$ cat src/rtl/udma_start_pkg.sv
package udma_start_pkg;

    typedef enum logic [2:0] {
        ST_IDLE,
        ST_REQUEST,
        ST_ARMED,
        ST_STROBE_HIGH,
        ST_DATA_SETUP,
        ST_TRANSFER
    } start_state_e;

    localparam int unsigned NUM_WAITS = 2;
    localparam int unsigned WAIT_STROBE = 0;
    localparam int unsigned WAIT_DATA = 1;
    localparam int unsigned HOST_LINES = 3;

endpackage

$ cat src/rtl/udma_start_sync.sv
module udma_start_sync #(
    parameter int unsigned W = 3,
    parameter int unsigned STAGES = 2,
    parameter logic [W-1:0] RST_VAL = '1
) (
    input  logic         clk,
    input  logic         rst_n,
    input  logic [W-1:0] async_i,
    output logic [W-1:0] sync_o
);

    logic [W-1:0] stage_q [STAGES];

    genvar gi;
    generate
        for (gi = 0; gi < STAGES; gi++) begin : g_stage
            if (gi == 0) begin : g_first
                always_ff @(posedge clk or negedge rst_n) begin
                    if (!rst_n) stage_q[gi] <= RST_VAL;
                    else        stage_q[gi] <= async_i;
                end
            end else begin : g_next
                always_ff @(posedge clk or negedge rst_n) begin
                    if (!rst_n) stage_q[gi] <= RST_VAL;
                    else        stage_q[gi] <= stage_q[gi-1];
                end
            end
        end
    endgenerate

    assign sync_o = stage_q[STAGES-1];

endmodule

$ cat src/rtl/udma_start_timer.sv
module udma_start_timer #(
    parameter int unsigned CW = 6,
    parameter int unsigned NLIM = 2
) (
    input  logic             clk,
    input  logic             rst_n,
    input  logic             run_i,
    input  logic [NLIM*CW-1:0] limits_i,
    output logic [NLIM-1:0]  reached_o
);

    localparam logic [CW-1:0] CNT_MAX = '1;

    logic [CW-1:0] elapsed_q;

    always_ff @(posedge clk or negedge rst_n) begin
        if (!rst_n) begin
            elapsed_q <= '0;
        end else if (!run_i) begin
            elapsed_q <= '0;
        end else if (elapsed_q != CNT_MAX) begin
            elapsed_q <= elapsed_q + 1'b1;
        end
    end

    genvar li;
    generate
        for (li = 0; li < NLIM; li++) begin : g_limit
            assign reached_o[li] = (elapsed_q >= limits_i[li*CW +: CW]);
        end
    endgenerate

endmodule

$ cat src/rtl/udma_start_fsm.sv
module udma_start_fsm
    import udma_start_pkg::*;
#(
    parameter int unsigned DW = 16
) (
    input  logic          clk,
    input  logic          rst_n,
    input  logic          word_valid_i,
    input  logic [DW-1:0] word_data_i,
    output logic          word_ready_o,
    input  logic          ack_n_s_i,
    input  logic          halt_s_i,
    input  logic          ready_n_s_i,
    input  logic          strobe_reached_i,
    input  logic          data_reached_i,
    output logic          timer_run_o,
    output logic          burst_req_o,
    output logic          strobe_o,
    output logic          strobe_oe_o,
    output logic [DW-1:0] bus_data_o,
    output logic          bus_oe_o
);

    start_state_e state_q, state_d;
    logic [DW-1:0] word_q;
    logic          accept;
    logic          host_open;

    assign accept    = word_valid_i && word_ready_o;
    assign host_open = !halt_s_i && !ready_n_s_i;

    always_comb begin
        state_d = state_q;
        unique case (state_q)
            ST_IDLE: begin
                if (word_valid_i && ack_n_s_i) state_d = ST_REQUEST;
            end
            ST_REQUEST: begin
                if (!ack_n_s_i) state_d = ST_ARMED;
            end
            ST_ARMED: begin
                if (ack_n_s_i)             state_d = ST_REQUEST;
                else if (strobe_reached_i) state_d = ST_STROBE_HIGH;
            end
            ST_STROBE_HIGH: begin
                if (ack_n_s_i)                        state_d = ST_REQUEST;
                else if (data_reached_i && host_open) state_d = ST_DATA_SETUP;
            end
            ST_DATA_SETUP: begin
                if (ack_n_s_i) state_d = ST_REQUEST;
                else           state_d = ST_TRANSFER;
            end
            ST_TRANSFER: begin
                if (ack_n_s_i) state_d = ST_IDLE;
            end
            default: state_d = ST_IDLE;
        endcase
    end

    always_ff @(posedge clk or negedge rst_n) begin
        if (!rst_n) state_q <= ST_IDLE;
        else        state_q <= state_d;
    end

    always_ff @(posedge clk or negedge rst_n) begin
        if (!rst_n)      word_q <= '0;
        else if (accept) word_q <= word_data_i;
    end

    always_comb begin
        word_ready_o = 1'b0;
        burst_req_o  = 1'b0;
        strobe_o     = 1'b0;
        strobe_oe_o  = 1'b0;
        bus_oe_o     = 1'b0;
        timer_run_o  = 1'b0;
        unique case (state_q)
            ST_IDLE: begin
                word_ready_o = ack_n_s_i;
            end
            ST_REQUEST: begin
                burst_req_o = 1'b1;
            end
            ST_ARMED: begin
                burst_req_o = 1'b1;
                timer_run_o = 1'b1;
            end
            ST_STROBE_HIGH: begin
                burst_req_o = 1'b1;
                timer_run_o = 1'b1;
                strobe_oe_o = 1'b1;
                strobe_o    = 1'b1;
            end
            ST_DATA_SETUP: begin
                burst_req_o = 1'b1;
                timer_run_o = 1'b1;
                strobe_oe_o = 1'b1;
                strobe_o    = 1'b1;
                bus_oe_o    = 1'b1;
            end
            ST_TRANSFER: begin
                strobe_oe_o = 1'b1;
                bus_oe_o    = 1'b1;
            end
            default: begin
                word_ready_o = 1'b0;
            end
        endcase
    end

    assign bus_data_o = bus_oe_o ? word_q : '0;

    // an accepting edge raises the request
    p_accept_raises_req_r2: assert property (@(posedge clk) disable iff (!rst_n)
        word_valid_i && word_ready_o |=> burst_req_o);

    // the request is withdrawn only with the strobe low and driven
    p_req_hold_r3: assert property (@(posedge clk) disable iff (!rst_n)
        $fell(burst_req_o) |-> (strobe_oe_o && !strobe_o));

    // strobe taken only after the strobe wait was reached
    p_strobe_wait_r4: assert property (@(posedge clk) disable iff (!rst_n)
        $rose(strobe_oe_o) |-> $past(strobe_reached_i));

    // first driven level of the strobe is high
    p_strobe_first_high_r5: assert property (@(posedge clk) disable iff (!rst_n)
        $rose(strobe_oe_o) |-> strobe_o);

    // bus enabled only after the data wait with the host open
    p_bus_gate_r6: assert property (@(posedge clk) disable iff (!rst_n)
        $rose(bus_oe_o) |-> $past(data_reached_i && !halt_s_i && !ready_n_s_i && strobe_oe_o));

    // bus contents stable while driven
    p_bus_stable_r7: assert property (@(posedge clk) disable iff (!rst_n)
        bus_oe_o && $past(bus_oe_o) |-> $stable(bus_data_o));

    // the strobe is not released while the host still acknowledges
    p_strobe_owned_r8: assert property (@(posedge clk) disable iff (!rst_n)
        strobe_oe_o && !ack_n_s_i |=> strobe_oe_o);

    // early withdrawal keeps the request and frees the lines
    p_abort_keeps_req_r9: assert property (@(posedge clk) disable iff (!rst_n)
        ack_n_s_i && burst_req_o && timer_run_o |=> burst_req_o && !strobe_oe_o && !bus_oe_o);

endmodule

$ cat src/rtl/udma_burst_start.sv
module udma_burst_start
    import udma_start_pkg::*;
#(
    parameter int unsigned DW = 16,
    parameter int unsigned CW = 6
) (
    input  logic          clk,
    input  logic          rst_n,
    input  logic [CW-1:0] cfg_strobe_wait_i,
    input  logic [CW-1:0] cfg_data_wait_i,
    input  logic          word_valid_i,
    input  logic [DW-1:0] word_data_i,
    output logic          word_ready_o,
    input  logic          host_ack_n_i,
    input  logic          host_halt_i,
    input  logic          host_ready_n_i,
    output logic          burst_req_o,
    output logic          strobe_o,
    output logic          strobe_oe_o,
    output logic [DW-1:0] bus_data_o,
    output logic          bus_oe_o
);

    logic [HOST_LINES-1:0]   host_raw;
    logic [HOST_LINES-1:0]   host_sync;
    logic [NUM_WAITS*CW-1:0] wait_limits;
    logic [NUM_WAITS-1:0]    wait_reached;
    logic                    timer_run;

    assign host_raw = {host_ready_n_i, host_halt_i, host_ack_n_i};

    udma_start_sync #(
        .W      (HOST_LINES),
        .STAGES (2),
        .RST_VAL({HOST_LINES{1'b1}})
    ) u_sync (
        .clk    (clk),
        .rst_n  (rst_n),
        .async_i(host_raw),
        .sync_o (host_sync)
    );

    assign wait_limits[WAIT_STROBE*CW +: CW] = cfg_strobe_wait_i;
    assign wait_limits[WAIT_DATA*CW +: CW]   = cfg_data_wait_i;

    udma_start_timer #(
        .CW  (CW),
        .NLIM(NUM_WAITS)
    ) u_timer (
        .clk      (clk),
        .rst_n    (rst_n),
        .run_i    (timer_run),
        .limits_i (wait_limits),
        .reached_o(wait_reached)
    );

    udma_start_fsm #(
        .DW(DW)
    ) u_fsm (
        .clk             (clk),
        .rst_n           (rst_n),
        .word_valid_i    (word_valid_i),
        .word_data_i     (word_data_i),
        .word_ready_o    (word_ready_o),
        .ack_n_s_i       (host_sync[0]),
        .halt_s_i        (host_sync[1]),
        .ready_n_s_i     (host_sync[2]),
        .strobe_reached_i(wait_reached[WAIT_STROBE]),
        .data_reached_i  (wait_reached[WAIT_DATA]),
        .timer_run_o     (timer_run),
        .burst_req_o     (burst_req_o),
        .strobe_o        (strobe_o),
        .strobe_oe_o     (strobe_oe_o),
        .bus_data_o      (bus_data_o),
        .bus_oe_o        (bus_oe_o)
    );

endmodule

$ cat config.mk
export PLATFORM = sky130hd
export DESIGN_NAME = udma_burst_start
export DESIGN_NICKNAME = d
export VERILOG_FILES = /design/src/rtl/udma_start_pkg.sv /design/src/rtl/udma_start_sync.sv /design/src/rtl/udma_start_timer.sv /design/src/rtl/udma_start_fsm.sv /design/src/rtl/udma_burst_start.sv
export SDC_FILE = /design/constraint.sdc
export NUM_CORES = 1
export LEC_CHECK = 0
export BUFFER_PORTS_ARGS = -buffer_cell sky130_fd_sc_hd__buf_2
export CAP_MARGIN = 10
export CELL_PAD_IN_SITES_DETAIL_PLACEMENT = 0
export CELL_PAD_IN_SITES_GLOBAL_PLACEMENT = 1
export CORE_MARGIN = 1
export CORE_UTILIZATION = 42
export CTS_CLUSTER_SIZE = 16
export DETAILED_ROUTE_END_ITERATION = 8
export GPL_TIMING_DRIVEN = 0
export PLACE_DENSITY_LB_ADDON = 0.1
export SKIP_CTS_REPAIR_TIMING = 1
export SYNTH_ARGS = -nofsm -noshare
export SYNTH_HDL_FRONTEND = slang
export SYNTH_SLANG_ARGS = --single-unit
$ cat constraint.sdc
create_clock -name clk -period 4.55 [get_ports clk]
set_input_delay 0.455 -clock clk [delete_from_list [all_inputs] [get_ports clk]]
set_output_delay 0.455 -clock clk [all_outputs]
set_load 0.005 [all_outputs]
Word level (Yosys, flattened, before mapping)
Cells that the tools add are included.
Word-level totals
  flip-flop bits (word level): 31
  input port bits: 34
Cells by class
  equality and inequality tests: 12
  reduce and logical (&&, ||, !) cells: 13
  magnitude comparators: 2
  $add $sub $neg: 1
  mux-type cells: 18
Operator list (number)
  $mux 3: 8
  $pmux 3 s6: 1
  $mux 16: 1
  $ge 6x6->1: 2
  $mux 6: 2
  $add 6x1->6 const B: 1
  $eq 3x2->1 const B: 2
  $eq 3x3->1 const B: 2
  $mux 1: 6
  $ne 2x2->1 const B: 3
  $ne 3x2->1 const B: 2
  $ne 6x6->1 const B: 1
  $reduce_or 3->1: 2
  $reduce_and 5->1: 1
  $logic_and 1x1->1: 4
  $reduce_or 2->1: 2
  $reduce_or 4->1: 1
  $eq 3x1->1 const B: 1
  $logic_not 3->1: 1
  $logic_not 1->1: 2
  $ne 2x1->1 const B: 1

Depth between registers and ports, before layout
Gate-level depths: netlist of run 1.
  word-level depth: 6
  depth in mapped cells: 7

By module
A second synthesis of run 1 with hierarchy kept.
Unflattened totals
  cell total of the unflattened synthesis: 160
  area, all modules: 1796.7 µm²
By module, submodules not included
  udma_start_fsm: times used 1, area an instance 1038.5 µm², sequential area each 475.5 µm², cells each 86
  udma_start_timer: times used 1, area an instance 578.1 µm², sequential area each 150.1 µm², cells each 65
  udma_start_sync: times used 1, area an instance 180.2 µm², sequential area each 157.7 µm², cells each 9

Least setup slack after synthesis of run 1
No wires, ideal clock.
  path kind: input -> register
  from: input port cfg_strobe_wait_i[4]
  to: register u_fsm.state_q[0]
  buffers on the path: 0
  library setup time: 0.128 ns
  slack: 2.857 ns
  data arrival time: 1.566 ns
  required time: 4.422 ns
  cell stages on the path: 6
  path through: inv_1 -> ha_1 -> a21o_1 -> a2111oi_0 -> a21oi_1 -> mux2i_1
On the way
  cells in the longest elaborated chain, start to end: 3
Ends and longest elaborated chain
  start, declared: RTL line udma_burst_start.sv:9  | input logic [CW-1:0] cfg_strobe_wait_i,
  $ge 6x6->1: RTL line udma_start_timer.sv:29  | assign reached_o[li] = (elapsed_q >= limits_i[li*CW +: CW]);
  $ne 3x2->1 (no source line)
  $reduce_and 5->1 (no source line)
  end signal, assigned: RTL line udma_start_fsm.sv:62  | else state_q <= state_d;
  end, declared: RTL line udma_start_fsm.sv:24  | start_state_e state_q, state_d;
No other way between the ends.
A chain may end at the register's enable or synchronous reset.

Final worst setup path of run 1
  from: register u_fsm.state_q[1]
  to: output port bus_data_o[6]
On the way
  cells in the longest elaborated chain, start to end: 4
  elaborated cells between the ends (all ways): 5
Ends and longest elaborated chain
  $eq 3x3->1: RTL line udma_start_fsm.sv:77  | unique case (state_q)
  $reduce_or 2->1 (no source line) (*)
  $mux 1 (*): RTL line udma_start_fsm.sv:77
  $mux 16 (*): RTL line udma_start_fsm.sv:111  | assign bus_data_o = bus_oe_o ? word_q : '0;
  end, declared: RTL line udma_burst_start.sv:20  | output logic [DW-1:0] bus_data_o,
Every way passes the cells marked *; elsewhere a longest branch is shown, timed or not.

==> summary.log, run 1 <==
[die] DIE AREA 4400 µm²
[synthesis] area share of xor/xnor cells in the synthesized design 1.51%
[grt] Global Route met1 Usage 20.0%
[synthesis] Top FF cell, synth sky130_fd_sc_hd__dfrtp_1
[worst_setup_path] Critical Path End Type output pin
[layout] fraction of layout instances using a drive strength above 1 42.0%
[grt] GRT met3 Usage 5.86%
[grt] Overflow after GRT 0
[grt] initial antenna violation count 0
[clock_tree] CTS H-tree lvls 2
[synthesis] fraction of the mapped netlist area in simple logic gates 16.8%
[worst_setup_path] worst flop-to-flop path startpoint u_timer.elapsed_q[4]
[timing] setup slack of the critical path after layout 2220 ps
[grt] global-route usage over all layers 16.5%
[worst_setup_path] Cell Chain, Critical Path buf_2 -> nor2_1 -> clkbuf_1 -> and2_1 -> buf_2
[die] core area 4000 µm²
[clock_tree] TritonCTS clock tree built
[power_and_ir_drop] peak supply drop 0.239 mV
[hold_path] worst min-delay path class in -> async
[clock_tree] clock root buffer master sky130_fd_sc_hd__clkbuf_8
[synthesis] Yosys reg bits 31
[timing] FMAX 0.429 GHz
[synthesis] Seq/Total Area, Yosys 45.0%
[timing] Fin. Hold Viols 0
[die] Chip Height 66.4 µm
[grt] wire length of the first global-routing pass 5290 µm
[clock_tree] number of clock sinks seen by CTS 31
[grt] number of global-route vias before repair 1192
[power_and_ir_drop] leakage power figure 0.00117 µW
[detailed_routing] routed length per instance 12.5 µm
[grt] most used routing layer in global routing met2
[layout] final instance count without filler cells 269
[placed_design] total placed instance area 2070 µm²
[timing] Relative slew margins 55.6%
[synthesis] number of synthesized flops with an enable pin 0
[timing] final critical delay including setup and external delays 2330 ps
[timing] unrepaired setup endpoints after global routing no
[timing] number of pins exceeding their max-slew limit in the final report 0
[worst_setup_path] cell with the largest stage delay on the worst path sky130_fd_sc_hd__dfrtp_1
[placed_design] final weighted congestion in routability-driven placement 0.703
[die] number of standard-cell rows in the floorplan 23
[synthesis] Cells after Synth 157
[timing] final setup violation count 0
[detailed_routing] Vias 1298
[detailed_routing] Antenna Violating Nets Remaining 0
[clock_tree] Worst-path clk slew 70 ps
[synthesis] share of the synthesized area in the top cell type 36.0%
[job] max-cap violations 0
[die] num ports 55
[outcome] run status finished clean
[clock_tree] number of buffers added by the clock tree synthesis step 5
[die] starting density of the core 43.5%
[synthesis] share of the synthesized area in compound gates (AO/OA/AOI/OAI) 8.20%
[grt] largest net degree at the start of global routing 32
[worst_setup_path] largest fanout of any net on the critical path 10
[timing] actual slew at the worst max-slew pin 666 ps
[worst_setup_path] critical setup path kind reg -> out
[clock_tree] clock latency at the later pin of the worst-skew pair 280 ps
[placed_design] input/output buffers 54
[timing] Worst Skew 6.91 ps
[detailed_routing] count of TritonRoute iterations in the first routing pass 5
[placed_design] half-perimeter wire length of the detailed placement result 2650 µm
[detailed_routing] ratio of routed vias to standard cells 4.83
[detailed_routing] sum of routed wire length over all layers 3370 µm
[synthesis] distinct cell type count of the synthesized netlist 36
[clock_tree] maximum clock path buffer count 2
[placed_design] Cell Count Post-Placement 261
[synthesis] mean instance size in the synthesized netlist 11.1 µm²
[synthesis] adder-cell share of the synthesized area 9.35%
[layout] total number of nets in the final design 265
[power_and_ir_drop] total power after layout 1060 µW
[layout] Final Instance Area 2160 µm²
[worst_setup_path] required time reported for the critical path endpoint 4090 ps
[layout] Area Growth Syn to Fin 24.4%
[worst_setup_path] cell occurring most often along the worst timing path sky130_fd_sc_hd__buf_2
[synthesis] Syn Nets 204
[worst_setup_path] setup slack of the most critical reg-to-reg path 2790 ps
[placed_design] worst slack, placed 2500 ps
[die] width of the die 66.4 µm
[grt] met2 GRT Util 27.2%
[synthesis] top post-synthesis cells by area sky130_fd_sc_hd__dfrtp_1 36%, sky130_fd_sc_hd__ha_1 9.4%, sky130_fd_sc_hd__dfstp_2 9.1%
[worst_setup_path] category of the worst setup path launch point flop
[synthesis] largest family of logic cells by synthesized area simple AND/OR/NAND/NOR gates
[synthesis] Yosys Warn Count 0
[timing] sum of negative setup slack 0 ps
[worst_setup_path] FF-to-FF path depth 5
[power_and_ir_drop] cell area power density 489 nW/µm²
[synthesis] Synth Cell Area 1740 µm²
[synthesis] cell taking the most area after synthesis sky130_fd_sc_hd__dfrtp_1
[detailed_routing] DRC viols 0
[synthesis] fraction of synthesized area in multiplexers 14.2%
[layout] count of antenna diodes in the layout 0
[worst_setup_path] Worst Setup SP u_fsm.state_q[1]
[timing] Final period util 51.2%
[worst_setup_path] Crit path largest cell delay 400 ps
[worst_setup_path] CP arrival 1870 ps
[detailed_routing] initial DRC count 32
[synthesis] proportion of register bits with asynchronous set or reset after synthesis 100%
==> cell usage in the layout, fill, tap and decap left out, types with 2 or more instances in the layout <==
master,netlist,final
sky130_fd_sc_hd__dfstp_2,6,6
sky130_fd_sc_hd__ha_1,13,13
sky130_fd_sc_hd__mux2_2,6,6
sky130_fd_sc_hd__o21ai_0,5,5
sky130_fd_sc_hd__mux2i_1,3,3
sky130_fd_sc_hd__mux2_4,10,10
sky130_fd_sc_hd__nand2_1,8,8
sky130_fd_sc_hd__and2_1,16,16
sky130_fd_sc_hd__clkbuf_1,2,3
sky130_fd_sc_hd__buf_2,1,55
sky130_fd_sc_hd__clkbuf_8,0,6
sky130_fd_sc_hd__nor2_1,9,9
sky130_fd_sc_hd__nor3_1,2,2
sky130_fd_sc_hd__buf_6,2,2
sky130_fd_sc_hd__a2111oi_0,2,2
sky130_fd_sc_hd__dfrtp_1,25,25
sky130_fd_sc_hd__nor2b_1,3,3
sky130_fd_sc_hd__xnor2_1,3,3
sky130_fd_sc_hd__a21oi_1,9,9
sky130_fd_sc_hd__inv_1,13,13
sky130_fd_sc_hd__nand3_1,3,3
==> cells by family after synthesis <==
| logic type | count (synthesis) |
|---|---|
| flip-flops | 31 |
| adder cells (fa/ha/maj) | 13 |
| XOR/XNOR | 3 |
| AND/OR/NAND/NOR | 50 |
| multiplexers | 19 |
| AO/OA/AOI/OAI | 23 |
| buffers and inverters | 18 |
==> final timing paths <==
check	endpoint
min	u_fsm.word_q[2]
min reg2reg	u_sync.sync_o[0]
max reg2reg	u_fsm.state_q[0]
max	bus_data_o[6]
min in group clk	u_sync.stage_q[5]
max in group asynchronous	u_fsm.word_q[10]
==> synthesized netlist by cell type (all sizes together) (3+ instances only) <==
library cell,number
nand3,3
nor2b,3
a21oi,9
inv,13
nand2,9
mux2i,3
o21ai,5
mux2,16
buf,3
dfstp,6
xnor2,3
and2,16
nor2,10
dfrtp,25
ha,13
==> layer usage <==
layer  vias to the layer above  routed length, µm
met5                         -                  0
met4                         0                 44
met3                         5                234
met2                        44               1670
met1                       596               1420
li1                        653                  -
==> sequential cells by signal, indices dropped and copies added, names as in the netlist <==
name and count:
u_fsm.state_q 3, u_timer.elapsed_q 6, u_sync.stage_q 3, u_sync.sync_o 3, u_fsm.word_q 16
==> power by group <==
part / leakage, µW / switching [µW] / total (µW) / internal, µW
Combinational: 0.000751 / 176 / 400 / 225
Clock: 0.0000482 / 96.6 / 218 / 122
Sequential: 0.000374 / 65.0 / 439 / 374
Total: 0.00117 / 337 / 1060 / 720
==> per-stage QoR <==
stage	hold slack (ps)	util (%)
after floorplan	159	-
after global placement	346	51.8
after detailed placement	347	51.8
after CTS	228	54.1
after global routing	257	54.1
final	210	54.1
==> worst max-delay path: cells and delay by family (launching register included) <==
| family | cells | cell delay (ps) |
|---|---|---|
| buffers and inverters | 3 | 670 |
| AND/OR/NAND/NOR | 2 | 540 |
| flip-flops | 1 | 400 |
==> cell type report <==
| class | count | area (µm²) |
|---|---|---|
| Tap cell | 50 | 62.6 |
| Fill cell | 373 | 1840 |
| Buffer | 5 | 35.0 |
| Multi-Input combinational cell | 108 | 872 |
| Sequential cell | 31 | 783 |
| Clock buffer | 7 | 86.3 |
| Clock inverter | 1 | 5.00 |
| Timing Repair Buffer | 54 | 270 |
| Inverter | 13 | 48.8 |
Note: power is estimated with default switching activity, not from simulation.
==> run 2: changes to the inputs <==
Settings changed: CORE_UTILIZATION 42 to 35.
Clock period 4.55 ns to 1.95 ns, I/O delays scaled along.
==> run 2 against run 1 <==
Compared with the run above:
- utilization decreased by 6.9 points
- via count is 2.5% higher
- critical path depth up 1
- worst hold slack worse by 180 ps
- sequential share of layout area decreased by 1.3 points
- non-clock buffer count grew 3
- sequential power increased by 130%
- first-iteration DRC count is the same
- clock power rose to 2.6 times the previous value
- count of clock-buffer cells in the layout rose by 1
==> summary.log, run 2 (synthesis gave the netlist of run 1 again) <==
[layout] commonest non-fill, non-tap cell in the layout sky130_fd_sc_hd__buf_2
[worst_setup_path] setup slack of the most critical reg-to-reg path 170 ps [-2620 ps]
[layout] flip-flop count of the largest register after layout 16 [unchanged]
[grt] initial antenna violation count 0 [unchanged]
[worst_setup_path] worst reg2reg path endpoint u_fsm.state_q[0]
[worst_setup_path] Critical Path End Type flop
[timing] Final period util 91.1%
[layout] commonest cells after routing, fill and taps aside 55 x sky130_fd_sc_hd__buf_2, 25 x sky130_fd_sc_hd__dfrtp_1, 16 x sky130_fd_sc_hd__and2_1
[die] width of the die 72.5 µm [+9.3%]
[detailed_routing] count of TritonRoute iterations in the first routing pass 4 [-1]
[detailed_routing] DRC viols 0 [unchanged]
[detailed_routing] Vias 1330 [+2.5%]
[layout] leading registers by flop count u_fsm.word_q (16), u_timer.elapsed_q (6)
[detailed_routing] Antenna Violating Nets Remaining 0 [unchanged]
[power_and_ir_drop] leakage power figure 0.00119 µW [+1.7%]
[timing] final critical delay including setup and external delays 1780 ps
[layout] final instance count without filler cells 289 [+7.4%]
[detailed_routing] ratio of routed vias to standard cells 4.60 [-4.6%]
[grt] global-route usage over all layers 14.9% [-1.6 points]
[die] starting density of the core 36.6% [-6.9 points]
[timing] number of pins exceeding their max-slew limit in the final report 0 [unchanged]
[grt] number of global-route vias before repair 1247 [+4.6%]
[clock_tree] maximum clock path buffer count 2 [unchanged]
[die] DIE AREA 5250 µm² [+19%]
[worst_setup_path] critical setup path kind reg -> reg
[clock_tree] Worst-path clk slew 70 ps [about the same]
[worst_setup_path] FF-to-FF path depth 6 [+1]
[timing] sum of negative setup slack 0 ps [unchanged]
[die] number of standard-cell rows in the floorplan 25 [+8.7%]
[worst_setup_path] category of the worst setup path launch point flop
[layout] register name with the most flops u_fsm.word_q
[power_and_ir_drop] clock network fraction of total power 21.8% [+1.2 points]
[clock_tree] clock root buffer master sky130_fd_sc_hd__clkbuf_8
[power_and_ir_drop] switching power of the nets 824 µW [+140%]
[layout] Final Core Density 47.2% [-6.9 points]
[power_and_ir_drop] share of total power consumed by net switching 32.3% [+0.38 points]
[timing] Worst Skew 5.95 ps [-0.962 ps]
[die] core area 4750 µm² [+19%]
[timing] actual slew at the worst max-slew pin 675 ps [+9.55 ps]
[layout] fraction of layout instances using a drive strength above 1 43.2% [+1.2 points]
[clock_tree] number of buffers added by the clock tree synthesis step 5 [unchanged]
[timing] FMAX 0.563 GHz
[worst_setup_path] worst flop-to-flop path startpoint u_timer.elapsed_q[2]
[placed_design] input/output buffers 54 [unchanged]
[timing] unrepaired setup endpoints after global routing no
[grt] wire length of the first global-routing pass 5800 µm [+9.6%]
[hold_path] sink of the worst hold path u_sync.stage_q[4]
[power_and_ir_drop] share of total power in combinational logic 37.8% [about the same]
[layout] total number of nets in the final design 268 [+1.1%]
[timing] Fin. Hold Viols 0 [unchanged]
[detailed_routing] initial DRC count 32 [unchanged]
[placed_design] Cell Count Post-Placement 278 [+6.5%]
[die] num ports 55 [unchanged]
[worst_setup_path] required time reported for the critical path endpoint 2150 ps [-1940 ps]
[detailed_routing] sum of routed wire length over all layers 3550 µm [+5.4%]
[power_and_ir_drop] cell area power density 1140 nW/µm² [+130%]
[die] Chip Height 72.5 µm [+9.3%]
[worst_setup_path] largest fanout of any net on the critical path 7 [-3]
[hold_path] worst hold path cell count 1
[job] max-cap violations 0 [unchanged]
[power_and_ir_drop] proportion of power drawn by flip-flops and latches 40.4% [-1.1 points]
[grt] Overflow after GRT 0 [unchanged]
[placed_design] final weighted congestion in routability-driven placement 0.764 [+8.7%]
[layout] Area Growth Syn to Fin 28.9%
[clock_tree] clock latency at the later pin of the worst-skew pair 280 ps [about the same]
[placed_design] half-perimeter wire length of the detailed placement result 2640 µm [-0.20%]
[clock_tree] TritonCTS clock tree built
[worst_setup_path] CP arrival 1970 ps [+100 ps]
[grt] largest net degree at the start of global routing 32 [unchanged]
[timing] Relative slew margins 55.0% [-0.64 points]
[clock_tree] CTS H-tree lvls 2 [unchanged]
[power_and_ir_drop] internal portion of total power 1730 µW [+140%]
[detailed_routing] routed length per instance 12.3 µm [-1.9%]
[hold_path] worst min-delay path class in -> reg
[timing] final setup violation count 0 [unchanged]
[layout] count of antenna diodes in the layout 0 [unchanged]
[hold_path] hold path startpoint host_halt_i
[clock_tree] number of clock sinks seen by CTS 31 [unchanged]
[outcome] run status finished clean
[power_and_ir_drop] peak supply drop 0.589 mV [+150%]
==> run 2: through the flow <==
| step | power [µW] | instance area (µm²) | hold WS [ps] | setup slack (ps) |
|---|---|---|---|---|
| after global placement | 1950 | 2090 | 272 | 197 |
| after detailed placement | 1990 | 2090 | 289 | 73.8 |
| after CTS | 2560 | 2190 | -26.2 | -239 |
| after global routing | 2760 | 2240 | 7.31 | 35.7 |
| after floorplan | 1680 | 1740 | -101 | 331 |
| final | 2550 | 2240 | 29.4 | 174 |
==> run 2: routing by layer <==
layer	part of all wire (%)	global-route usage (%)
met5	0	0
met4	2.1	7.19
met3	7.4	5.69
met2	48	24.2
met1	43	17.3
==> run 2: worst max-delay path by stage <==
| stage | end | startpoint | slack (ps) |
|---|---|---|---|
| floorplan | u_fsm.state_q[0] | u_timer.elapsed_q[4] | 330 |
| global placement | u_fsm.state_q[0] | u_timer.elapsed_q[2] | 200 |
| detailed placement | bus_data_o[12] | u_fsm.state_q[1] | 70 |
| CTS | bus_data_o[12] | u_fsm.state_q[1] | -240 |
| global route | u_fsm.state_q[2] | u_timer.elapsed_q[2] | 40 |
| finish | u_fsm.state_q[0] | u_timer.elapsed_q[2] | 170 |
==> run 2: critical path, cell delays in order (launching register included) <==
cell and delay (ps):
sky130_fd_sc_hd__dfrtp_1 460, sky130_fd_sc_hd__ha_1 320, sky130_fd_sc_hd__nand2_1 50, sky130_fd_sc_hd__o21ai_0 210
sky130_fd_sc_hd__nand4_1 130, sky130_fd_sc_hd__a21oi_1 280, sky130_fd_sc_hd__mux2i_1 230
==> run 2: layout make-up <==
cell class	instances	area, µm²
multi-input cells	108	890
flip-flops and latches	31	783
well taps	67	83.8
clock buffers	8	100
plain buffers	5	36.3
fillers	465	2510
inverters	13	48.8
repair buffers	57	300
==> run 2: power by group through the flow <==
stage | clock network (µW) | logic, µW | registers (µW)
6_report | 556 | 964 | 1030
2_1_floorplan | 0 | 695 | 985
3_5_place_dp | 0 | 953 | 1030
3_3_place_gp | 0 | 924 | 1020
4_1_cts | 578 | 956 | 1030
5_1_grt | 614 | 1080 | 1070
==> run 3: changes to the inputs <==
Settings changed: CTS_CLUSTER_DIAMETER set to 60, RECOVER_POWER set to 100.
==> run 3 against run 2 <==
Compared with the run above:
- clock skew about the same
- design area down 2.6%
- maximum frequency down 0.98%
- first-iteration DRC count down 9.4%
- wire length down 0.11%
- worst hold slack worse by 9.0 ps
- critical path type unchanged
- cell count unchanged
- via count up 0.38%
- register-to-register slack worse by 20 ps
==> summary.log, run 3 (synthesis gave the netlist of run 1 again) <==
[placed_design] total placed instance area 2090 µm² [unchanged]
[layout] leading registers by flop count u_fsm.word_q (16), u_timer.elapsed_q (6)
[outcome] run status finished clean
[timing] Final period util 92.0% [+0.90 points]
[layout] fraction of layout instances using a drive strength above 1 34.2% [-9.0 points]
[worst_setup_path] category of the worst setup path launch point flop
[placed_design] half-perimeter wire length of the detailed placement result 2640 µm [unchanged]
[power_and_ir_drop] switching power of the nets 812 µW [-1.5%]
[clock_tree] Worst-path clk slew 60 ps [about the same]
[worst_setup_path] Critical Path End Type flop
[grt] initial antenna violation count 0 [unchanged]
[layout] total number of nets in the final design 268 [unchanged]
[placed_design] final weighted congestion in routability-driven placement 0.764 [unchanged]
[clock_tree] clock root buffer master sky130_fd_sc_hd__clkbuf_8
[layout] FF/Latch Area 783 µm² [unchanged]
[timing] final critical delay including setup and external delays 1790 ps [+17.6 ps]
[grt] global-route usage over all layers 14.9% [unchanged]
[layout] register name with the most flops u_fsm.word_q
[power_and_ir_drop] share of total power in combinational logic 35.2% [-2.6 points]
[detailed_routing] routed length per instance 12.3 µm [-0.11%]
[die] core area 4750 µm² [unchanged]
[detailed_routing] Vias 1335 [+0.38%]
[layout] commonest non-fill, non-tap cell in the layout sky130_fd_sc_hd__buf_2
[layout] Final Instance Area 2180 µm² [-2.6%]
[layout] Area Growth Syn to Fin 25.5%
[timing] setup slack of the critical path after layout 156 ps [-17.6 ps]
[power_and_ir_drop] share of total power consumed by net switching 33.2% [+0.92 points]
[worst_setup_path] critical setup path kind reg -> reg
[timing] final setup violation count 0 [unchanged]
[power_and_ir_drop] internal portion of total power 1630 µW [-5.5%]
[placed_design] worst slack, placed 73.8 ps [unchanged]
[layout] count of antenna diodes in the layout 0 [unchanged]
[timing] actual slew at the worst max-slew pin 763 ps [+87.3 ps]
[grt] Overflow after GRT 0 [unchanged]
[clock_tree] TritonCTS clock tree built
[detailed_routing] sum of routed wire length over all layers 3550 µm [-0.11%]
[clock_tree] number of clock sinks seen by CTS 31 [unchanged]
[power_and_ir_drop] peak supply drop 0.524 mV [-11%]
[die] starting density of the core 36.6% [unchanged]
[layout] number of fillers in the final layout 483 [+3.9%]
[clock_tree] clock latency at the later pin of the worst-skew pair 280 ps [about the same]
[die] Chip Height 72.5 µm [unchanged]
[power_and_ir_drop] leakage power figure 0.00110 µW [-7.4%]
[timing] Worst Skew 5.73 ps [-0.218 ps]
[clock_tree] maximum clock path buffer count 2 [unchanged]
[timing] sum of negative setup slack 0 ps [unchanged]
[power_and_ir_drop] proportion of power drawn by flip-flops and latches 42.1% [+1.7 points]
[die] DIE AREA 5250 µm² [unchanged]
[worst_setup_path] CP arrival 1950 ps [-20 ps]
[placed_design] input/output buffers 54 [unchanged]
[clock_tree] CTS H-tree lvls 2 [unchanged]
[timing] unrepaired setup endpoints after global routing no
[worst_setup_path] largest fanout of any net on the critical path 10 [+3]
[layout] commonest cells after routing, fill and taps aside 43 x sky130_fd_sc_hd__buf_2, 25 x sky130_fd_sc_hd__dfrtp_1, 14 x sky130_fd_sc_hd__and2_1
[hold_path] worst min-delay path class in -> reg
[power_and_ir_drop] cell area power density 1120 nW/µm² [-1.6%]
[layout] flip-flop count of the largest register after layout 16 [unchanged]
[grt] wire length of the first global-routing pass 5800 µm [unchanged]
[worst_setup_path] required time reported for the critical path endpoint 2110 ps [-40 ps]
[timing] Fin. Hold Viols 0 [unchanged]
[die] number of standard-cell rows in the floorplan 25 [unchanged]
[job] max-cap violations 0 [unchanged]
[detailed_routing] DRC viols 0 [unchanged]
[power_and_ir_drop] clock network fraction of total power 22.7% [+0.9 points]
[detailed_routing] initial DRC count 29 [-9.4%]
[die] num ports 55 [unchanged]
[clock_tree] number of buffers added by the clock tree synthesis step 5 [unchanged]
[timing] number of pins exceeding their max-slew limit in the final report 0 [unchanged]
[detailed_routing] ratio of routed vias to standard cells 4.62 [+0.38%]
[grt] number of global-route vias before repair 1247 [unchanged]
[timing] Relative slew margins 49.2% [-5.8 points]
[layout] combined area of the multi-input logic cells 847 µm² [-4.8%]
[timing] FMAX 0.558 GHz [-0.98%]
[die] width of the die 72.5 µm [unchanged]
[detailed_routing] count of TritonRoute iterations in the first routing pass 4 [unchanged]
[grt] largest net degree at the start of global routing 32 [unchanged]
[detailed_routing] Antenna Violating Nets Remaining 0 [unchanged]
==> run 3: worst paths after layout <==
check / startpoint / end / slack, ps / cells past startpoint
worst max-delay path: u_fsm.state_q[0] / u_fsm.word_q[6] / 160 / 5
worst min-delay path: host_halt_i / u_sync.stage_q[4] / 20 / 1
worst max register to register: u_fsm.state_q[0] / u_fsm.word_q[6] / 160 / 5
worst min register to register: u_sync.stage_q[3] / u_sync.sync_o[0] / 360 / 0
max in group asynchronous: rst_n / u_fsm.word_q[4] / 950 / 2
min in group asynchronous: rst_n / u_timer.elapsed_q[5] / 520 / 2
==> run 3: layout make-up <==
type	count	area share (%)
Sequential cell	31	35.9
Tap cell	67	3.84
Inverter	13	2.23
Timing Repair Buffer	57	13.2
Clock buffer	8	4.58
Multi-Input combinational cell	108	38.8
Buffer	5	1.49
==> run 3: worst max-delay path: stages, from the launching register on <==
cell	delay (ps)
sky130_fd_sc_hd__dfrtp_1	520
sky130_fd_sc_hd__nor2_4	70
sky130_fd_sc_hd__and3_1	200
sky130_fd_sc_hd__nand2_1	230
sky130_fd_sc_hd__clkbuf_4	310
sky130_fd_sc_hd__mux2_1	340
==> run 3: metal layers <==
metal	track usage, %	up-vias	wire (µm)	share of wire, %
met5	0	-	0	0
met4	7.19	0	76	2.1
met3	5.69	9	259	7.3
met2	24.2	53	1680	47
met1	17.3	610	1530	43
li1	-	663	-	-
==> run 3: power groups by stage <==
| stage | Clock, µW | Combinational [µW] | Sequential [µW] |
|---|---|---|---|
| after global placement | 0 | 924 | 1020 |
| after CTS | 578 | 956 | 1030 |
| after floorplan | 0 | 695 | 985 |
| after detailed placement | 0 | 953 | 1030 |
| after global routing | 614 | 970 | 1070 |
| final | 556 | 860 | 1030 |
==> run 3: per-stage QoR <==
stage	utilization, %	hold slack [ps]	instances	total power [µW]
final	45.9	20.4	289	2450
after global routing	45.9	3.96	289	2650
after CTS	46.1	-26.2	286	2560
after detailed placement	44.0	289	278	1990
after global placement	44.0	272	278	1950
after floorplan	-	-101	157	1680
